`config.mk`:
```
export PLATFORM = sky130hd
export DESIGN_NAME = wbt_write_timing
export DESIGN_NICKNAME = d
export VERILOG_FILES = /design/src/rtl/wbt_pkg.sv /design/src/rtl/wbt_write_sched.sv /design/src/rtl/wbt_turnaround.sv /design/src/rtl/wbt_write_timing.sv
export SDC_FILE = /design/constraint.sdc
export NUM_CORES = 1
export LEC_CHECK = 0
export BUFFER_PORTS_ARGS = -buffer_cell sky130_fd_sc_hd__buf_4
export CAP_MARGIN = 0
export CORE_UTILIZATION = 30
export CTS_BUF_LIST = sky130_fd_sc_hd__clkbuf_4 sky130_fd_sc_hd__clkbuf_8 sky130_fd_sc_hd__clkbuf_16
export DETAILED_ROUTE_END_ITERATION = 10
export PLACE_DENSITY = 0.54
export SYNTH_ARGS = -nofsm -noshare
export SYNTH_HDL_FRONTEND = slang
export SYNTH_SLANG_ARGS = --single-unit
```
`constraint.sdc`:
```
create_clock -name clk -period 4.4 [get_ports clk]
set_input_delay 0.22 -clock clk [delete_from_list [all_inputs] [get_ports clk]]
set_output_delay 0.22 -clock clk [all_outputs]
set_load 0.01 [all_outputs]
```
`src/rtl/wbt_pkg.sv`:
```
package wbt_pkg;

  typedef enum logic [1:0] {
    CMD_NOP   = 2'b00,
    CMD_WRITE = 2'b01,
    CMD_READ  = 2'b10
  } cmd_e;

  // Burst rule: 01 follows the chop bit, 10 forces the chop, others use the full burst.
  function automatic logic pick_bl8(input logic [1:0] mode, input logic a12);
    case (mode)
      2'b01:   pick_bl8 = a12;
      2'b10:   pick_bl8 = 1'b0;
      default: pick_bl8 = 1'b1;
    endcase
  endfunction

  // Clocks that carry data: two beats per clock.
  function automatic logic [2:0] data_clocks(input logic bl8);
    data_clocks = bl8 ? 3'd4 : 3'd2;
  endfunction

endpackage

```
`src/rtl/wbt_write_sched.sv`:
```
module wbt_write_sched #(
  parameter int LAT_W = 4,
  parameter int COL_W = 10
) (
  input  logic             clk,
  input  logic             rst_n,
  input  logic             start,
  input  logic [LAT_W:0]   wl,
  input  logic             bl8,
  input  logic [COL_W-1:0] col,
  output logic             busy,
  output logic             pending,
  output logic             pre,
  output logic             dv,
  output logic [COL_W-1:0] dcol,
  output logic             last,
  output logic             post,
  output logic             bl8_cur
);
  localparam int CNT_W = LAT_W + 2;

  logic             busy_q;
  logic [CNT_W-1:0] cnt_q;
  logic [LAT_W:0]   wl_q;
  logic             bl8_q;
  logic [COL_W-1:0] col_q;

  logic [CNT_W-1:0] wl_e, end_idx, slot_end, offs;

  always_comb begin
    wl_e     = CNT_W'(wl_q);
    end_idx  = wl_e + CNT_W'(wbt_pkg::data_clocks(bl8_q)) - CNT_W'(1);
    slot_end = wl_e + CNT_W'(4);
    offs     = cnt_q - wl_e;
    pre      = busy_q && (cnt_q == wl_e - CNT_W'(1));
    dv       = busy_q && (cnt_q >= wl_e) && (cnt_q <= end_idx);
    last     = busy_q && (cnt_q == end_idx);
    post     = busy_q && (cnt_q == end_idx + CNT_W'(1));
    pending  = busy_q && (cnt_q <= end_idx);
    dcol     = dv ? col_q + COL_W'({offs, 1'b0}) : '0;
  end

  assign busy    = busy_q;
  assign bl8_cur = bl8_q;

  always_ff @(posedge clk or negedge rst_n) begin
    if (!rst_n) begin
      busy_q <= 1'b0;
      cnt_q  <= '0;
      wl_q   <= '0;
      bl8_q  <= 1'b0;
      col_q  <= '0;
    end else if (start) begin
      busy_q <= 1'b1;
      cnt_q  <= CNT_W'(1);
      wl_q   <= wl;
      bl8_q  <= bl8;
      col_q  <= col;
    end else if (busy_q) begin
      if (cnt_q == slot_end) busy_q <= 1'b0;
      else                   cnt_q  <= cnt_q + CNT_W'(1);
    end
  end
endmodule

```
`src/rtl/wbt_turnaround.sv`:
```
module wbt_turnaround #(
  parameter int TMR_W = 4
) (
  input  logic             clk,
  input  logic             rst_n,
  input  logic             load,
  input  logic [TMR_W-1:0] tval,
  output logic             zero
);
  logic [TMR_W-1:0] t_q;

  always_ff @(posedge clk or negedge rst_n) begin
    if (!rst_n)          t_q <= '0;
    else if (load)       t_q <= tval;
    else if (t_q != '0)  t_q <= t_q - TMR_W'(1);
  end

  assign zero = (t_q == '0);
endmodule

```
`src/rtl/wbt_write_timing.sv`:
```
module wbt_write_timing #(
  parameter int LAT_W  = 4,
  parameter int TMR_W  = 4,
  parameter int BANK_W = 3,
  parameter int COL_W  = 10
) (
  input  logic              clk,
  input  logic              rst_n,
  input  logic [1:0]        cfg_burst_mode,
  input  logic [LAT_W-1:0]  cfg_al,
  input  logic [LAT_W-1:0]  cfg_cwl,
  input  logic [TMR_W-1:0]  cfg_twtr,
  input  logic              req_valid,
  input  logic              req_read,
  input  logic [BANK_W-1:0] req_bank,
  input  logic [COL_W-1:0]  req_col,
  input  logic              req_a12,
  output logic              req_ready,
  output logic [1:0]        cmd_code,
  output logic [BANK_W-1:0] cmd_bank,
  output logic [COL_W-1:0]  cmd_col,
  output logic              cmd_bl8,
  output logic              dqs_pre,
  output logic              dq_valid,
  output logic [COL_W-1:0]  dq_col,
  output logic              dqs_post
);
  import wbt_pkg::*;

  function automatic logic [LAT_W:0] write_lat(input logic [LAT_W-1:0] al,
                                               input logic [LAT_W-1:0] cwl);
    write_lat = {1'b0, al} + {1'b0, cwl};
  endfunction

  // Named internal events for the checker.
  logic wr_busy, wr_pending, wr_last, wr_bl8_cur, tmr_zero;
  logic req_bl8, wr_ok, rd_ok, issue, wr_start;

  assign req_bl8   = pick_bl8(cfg_burst_mode, req_a12);
  assign wr_ok     = !wr_busy;
  assign rd_ok     = !wr_pending && tmr_zero;
  assign req_ready = req_read ? rd_ok : wr_ok;
  assign issue     = req_valid && req_ready;
  assign wr_start  = issue && !req_read;

  always_comb begin
    cmd_code = CMD_NOP;
    if (issue) cmd_code = req_read ? CMD_READ : CMD_WRITE;
    cmd_bank = issue ? req_bank : '0;
    cmd_col  = issue ? req_col  : '0;
    cmd_bl8  = issue && req_bl8;
  end

  wbt_write_sched #(.LAT_W(LAT_W), .COL_W(COL_W)) u_sched (
    .clk     (clk),
    .rst_n   (rst_n),
    .start   (wr_start),
    .wl      (write_lat(cfg_al, cfg_cwl)),
    .bl8     (req_bl8),
    .col     (req_col),
    .busy    (wr_busy),
    .pending (wr_pending),
    .pre     (dqs_pre),
    .dv      (dq_valid),
    .dcol    (dq_col),
    .last    (wr_last),
    .post    (dqs_post),
    .bl8_cur (wr_bl8_cur)
  );

  wbt_turnaround #(.TMR_W(TMR_W)) u_twtr (
    .clk   (clk),
    .rst_n (rst_n),
    .load  (wr_last),
    .tval  (cfg_twtr),
    .zero  (tmr_zero)
  );
endmodule

```
After elaboration in Yosys (flattened, before gate mapping)
Cells that the tools add are included.
{"block": "classes", "eq_ne": 7, "reduce_logical": 18, "n_lt_le_gt_ge": 2, "n_addsub": 10, "mux": 16}
{"cell": "$eq 6x6->1", "count": 4}
{"cell": "$mux 10", "count": 2}
{"cell": "$mux 6", "count": 3}
{"cell": "$add 6x1->6 const B", "count": 2}
{"cell": "$add 10x7->10", "count": 1}
{"cell": "$logic_and 1x1->1", "count": 10}
{"cell": "$mux 4", "count": 2}
{"cell": "$add 5x3->6", "count": 1}
{"cell": "$add 5x3->6 const B", "count": 1}
{"cell": "$ge 6x5->1", "count": 1}
{"cell": "$le 6x6->1", "count": 1}
{"cell": "$mux 3", "count": 2}
{"cell": "$sub 5x1->6 const B", "count": 1}
{"cell": "$sub 6x1->6 const B", "count": 1}
{"cell": "$sub 6x5->6", "count": 1}
{"cell": "$add 4x4->5", "count": 1}
{"cell": "$logic_not 4->1", "count": 1}
{"cell": "$mux 1", "count": 4}
{"cell": "$mux 2", "count": 2}
{"cell": "$reduce_bool 2->1", "count": 2}
{"cell": "$reduce_bool 4->1", "count": 1}
{"cell": "$sub 4x1->4 const B", "count": 1}
{"cell": "$logic_not 1->1", "count": 3}
{"cell": "$eq 2x1->1 const B", "count": 1}
{"cell": "other kinds (4)", "count": 4}
{"block": "totals", "reg_bits": 27, "inputBits": 32, "word_cells": 59}

Longest topological paths before layout
{"block": "depth", "depth_word": 12, "depth_mapped": 15, "depth_no_buf": 14}

Cells and area by module
From an unflattened synthesis, not the netlist that was laid out.
{"block": "hier_totals", "hier_cells": 298, "area_unflattened_um2": 2685.1}
{"module": "wbt_write_sched", "area_each_um2": 2150.8, "instances": 1, "seq_area_each_um2": 575.6, "cells_per_inst": 235}
{"module": "wbt_write_timing", "area_each_um2": 300.3, "instances": 1, "seq_area_each_um2": 0.0, "cells_per_inst": 41}
{"module": "wbt_turnaround", "area_each_um2": 234.0, "instances": 1, "seq_area_each_um2": 100.1, "cells_per_inst": 22}

Least setup slack after synthesis
Ideal clock, no wire load.
{"block": "synth_path", "path_type": "flip-flop to output port", "from": "reg u_sched.wl_q[2]", "to": "out dq_col[3]", "path_stages_with_launch": 14, "slack_ns": 0.858, "t_arrival_ns": 3.322, "cell_sequence": "dfrtp_1 > inv_1 > ha_1 > inv_1 > ha_1 > and3_1 > or3_1 > and2_1 > ha_1 > a21o_1 > a21oi_1 > a21oi_1 > clkbuf_1 > nor4_1"}
{"block": "synth_between", "elab_chain_len": 5, "word_cells_on_any_way": 9, "cone_classes": "add/sub (4); order compare (2); mux (1); reduce/logical (2)"}
{"element": "start, declared", "line_no": "wbt_write_sched.sv:24", "text": "logic [LAT_W:0] wl_q;"}
{"element": "start signal, assigned", "line_no": "wbt_write_sched.sv:56", "text": "wl_q <= wl;"}
{"element": "$add 5x3->6", "line_no": "wbt_write_sched.sv:32", "text": "end_idx = wl_e + CNT_W'(wbt_pkg::data_clocks(bl8_q)) - CNT_W'(1);"}
{"element": "$sub 6x1->6", "line_no": "wbt_write_sched.sv:32"}
{"element": "$le 6x6->1", "line_no": "wbt_write_sched.sv:36", "text": "dv = busy_q && (cnt_q >= wl_e) && (cnt_q <= end_idx);"}
{"element": "$logic_and 1x1->1", "line_no": "wbt_write_sched.sv:36"}
{"element": "$mux 10 *", "line_no": "wbt_write_sched.sv:40", "text": "dcol = dv ? col_q + COL_W'({offs, 1'b0}) : '0;"}
{"element": "end, declared", "line_no": "wbt_write_timing.sv:25", "text": "output logic [COL_W-1:0] dq_col,"}
Every way passes the cells marked *; elsewhere a longest branch is shown, timed or not.

Worst setup path in the final report
{"block": "layout_path", "from": "reg u_sched.wl_q[2]", "to": "out dq_col[5]"}
The elaborated chain is that of the path after synthesis.

==> metrics.md <==
| Metric | Value |
|---|---|
| CP Cell Sequence | `inv_1, ha_1, inv_1, ha_1, and3_1, or3_1, and2_1, ha_1, a21o_1, a21oi_1, a21oi_1, buf_4, nor4bb_1, buf_4` |
| RSZ-0062 raised after global routing | `no` |
| Clock Path Buffers | `2` |
| All-Layer GR Usage | `between 10% and 20%` |
| Yosys top cell by area | `dfrtp_1` |
| TritonCTS Buffers | `3` |
| Drt wl/cell | `13.6 µm` |
| Post-synthesis cell type count | `between 50 and 60` |
| Initial antenna violation count | `0` |
| Reg area | `676 µm²` |
| Critical path depth | `14` |
| Max Slew Vio Count | `0` |
| Most frequent cells after synthesis | `nand2_1, ha_1, inv_1, dfrtp_1, xnor2_1` |
| Largest net degree at the start of global routing | `28` |
| Worst setup EP type | `output pin` |
| CTS root buffer | `clkbuf_8` |
| Met1 WL | `3.24 mm` |
| Setup CP Type | `reg2out` |
| IO buf count | `between 60 and 70` |
| HP Class | `in2reg` |
| Buf/Inv on CP | `4` |
| Maximum fanout along the worst path | `11` |
| Clk slew on worst S/H paths | `0.10 ns` |
| First-pass DRT Iterations | `4` |
| Io pins | `62` |
| Critical Path Most Common Cell | `ha_1` |
| Nets | `465` |
| Initial Util | `31.5%` |
| R2r worst-path depth | `11` |
| # rows | `34` |
| Max Cap Viol | `0` |
| Top delay family on crit path | `simple AND/OR/NAND/NOR gates` |
| Area delta synth->final | `21.6%` |
| Synthesized Nets | `408` |
| Worst-Margin Slew | `0.804 ns` |
| Slew HR | `46.2%` |
| Grt ovf | `0` |
| CP required | `4.18 ns` |
| Detailed Route Iter0 Violations | `83` |
| Antenna Nets Post-Route | `0` |
| Vias/cell | `4.98` |
| Layout cells sized above 1 | `20.9%` |
| Die Area | `9720 µm²` |
| Post-synth EDFFs | `0` |
| Seq cells post-synth | `27` |
| Residual DRC count | `0` |
| Clock Sink Count | `27` |
| Register area share after synthesis | `between 20% and 30%` |
| Vias in the first global route | `2346` |
| Mapped Cells | `336` |
| First-pass GRT wire length | `11.3 mm` |
| Final period utilization | `93.5%` |
| Clock Skew | `0.00385 ns` |
| Via count | `2492` |
| Clock Latency Late Sink | `~0.28 ns` |
| Critical Path Source Type | `flip-flop` |
| Ant. Diodes | `0` |
| CP peak stage delay | `0.44 ns` |
| Async S/R FF share, synth | `100%` |
| WHS Path Cells | `3` |
| Cell area after synthesis | `approximately 2800 µm²` |
| Core area | `8890 µm²` |
| FMAX | `approximately 0.24 GHz` |
| Largest cells by area after synthesis | `dfrtp_1, ha_1, nand2_1` |
| # H-tree levels | `1` |
| Yosys warning total | `0` |
| RePlAce Congestion | `0.816` |
| Post-CTS Setup Bufs | `0` |
| Top sig layer | `met4` |
| Die Height | `98.6 µm` |
| Slowest CP cell | `dfrtp_1` |
| Outcome | `finished clean` |
| Cell with the most instances after synthesis | `nand2_1` |
| HPWL Detailed | `5.44 mm` |
| Fin Setup TNS | `0 ns` |
| Filler Cell Count | `901` |
| Worst Path Arrival | `3.90 ns` |
| Final wirelength | `6.80 mm` |
| Final setup vio count | `0` |
| Post-synth top area share | `24.1%` |
| Final Hold Fails | `0` |
| Main flop type after synthesis | `dfrtp_1` |
| Metal2 WL | `approximately 3.2 mm` |
| DIE WIDTH | `between 90 and 100 µm` |
| Avg Synthesized Cell Area | `8.33 µm²` |
| Met3 Wirelength | `between 300 and 400 µm` |
| TritonCTS clock tree | `done` |
| Area of the multi-input gates | `1940 µm²` |
| Clock period minus worst slack | `roughly 4.1 ns` |
path summary, 6_finish.rpt:
| kind | startpoint | slack (ns) | to |
|---|---|---|---|
| hold reg to reg | u_sched.col_q[5] | 0.50 | u_sched.col_q[5] |
| max in group asynchronous | rst_n | 3.74 | u_twtr.t_q[0] |
| setup reg to reg | u_sched.wl_q[2] | 1.22 | u_twtr.t_q[3] |
| hold / removal | req_col[7] | 0.14 | u_sched.col_q[7] |
| min in group asynchronous | rst_n | 0.38 | u_sched.cnt_q[4] |
| setup / recovery | u_sched.wl_q[2] | 0.28 | dq_col[5] |
sequential cells by signal, indices dropped and copies added (netlist names):
name and cells:
u_sched.bl8_cur 1, u_sched.cnt_q 6, u_sched.col_q 10, u_sched.wl_q 5
u_twtr.t_q 4, u_sched.busy 1
layout make-up:
cell class	count	area share, %
Clock buffer	3	1.21
Clock inverter	1	0.147
Inverter	32	3.53
Multi-Input combinational cell	264	56.9
Sequential cell	27	19.8
Tap cell	108	3.97
Timing Repair Buffer	65	14.4
routing by layer:
layer / track usage (%) / up-vias
met4: 1.72 / 0
li1: - / 1273
met5: 0 / -
met2: 25.5 / 72
met1: 18.8 / 1143
met3: 1.99 / 4
per-stage QoR:
step	setup WS, ns	cell area (µm²)	std cells	hold WS, ns	util [%]
detailed placement	0.609	3350	495	0.163	37.7
floorplan	0.858	2800	336	-0.0756	-
global placement	0.660	3350	495	0.165	37.7
finish	0.284	3400	500	0.135	38.3
CTS	0.269	3400	500	0.135	38.3
global route	0.0402	3400	500	0.140	38.3
placed cells by master (no fill, tap or decap), drive strengths merged, types with 2 or more instances in the layout:
cell / count
buf: 64
nand2: 52
ha: 36
inv: 31
dfrtp: 27
xnor2: 18
and3: 18
o21ai: 17
nor3: 12
a21oi: 11
nor2: 11
xor2: 10
nand3: 7
nor2b: 6
a21o: 6
a211oi: 6
mux2i: 6
a31oi: 5
nand4: 4
nor3b: 4
fa: 4
clkbuf: 3
o21a: 3
or3: 3
nor4b: 2
a2111oi: 2
o21bai: 2
nand2b: 2
mux2: 2
or3b: 2
clkinv: 2
logic make-up after synthesis:
group                    share of synthesized area [%]
buffers and inverters                             6.66
AO/OA/AOI/OAI                                     14.8
XOR/XNOR                                          9.57
multiplexers                                      2.95
AND/OR/NAND/NOR                                   22.9
adder cells (fa/ha/maj)                           19.0
flip-flops                                        24.1
tightest hold or removal path, cell delays in order:
cell and delay, ns:
buf_4 0.08, nand2_1 0.04, nand2_1 0.05
timing repair:
item / 4_1_cts / 5_1_grt
hold buffers: 1 / 0
gates resized for setup: 0 / 0
endpoints found under the hold margin: 27 / 0
setup endpoints to repair: 0 / 0
Power is left out: the tool's default activity adds up to more than one toggle a clock period on the data nets, which glitch-free logic cannot reach.
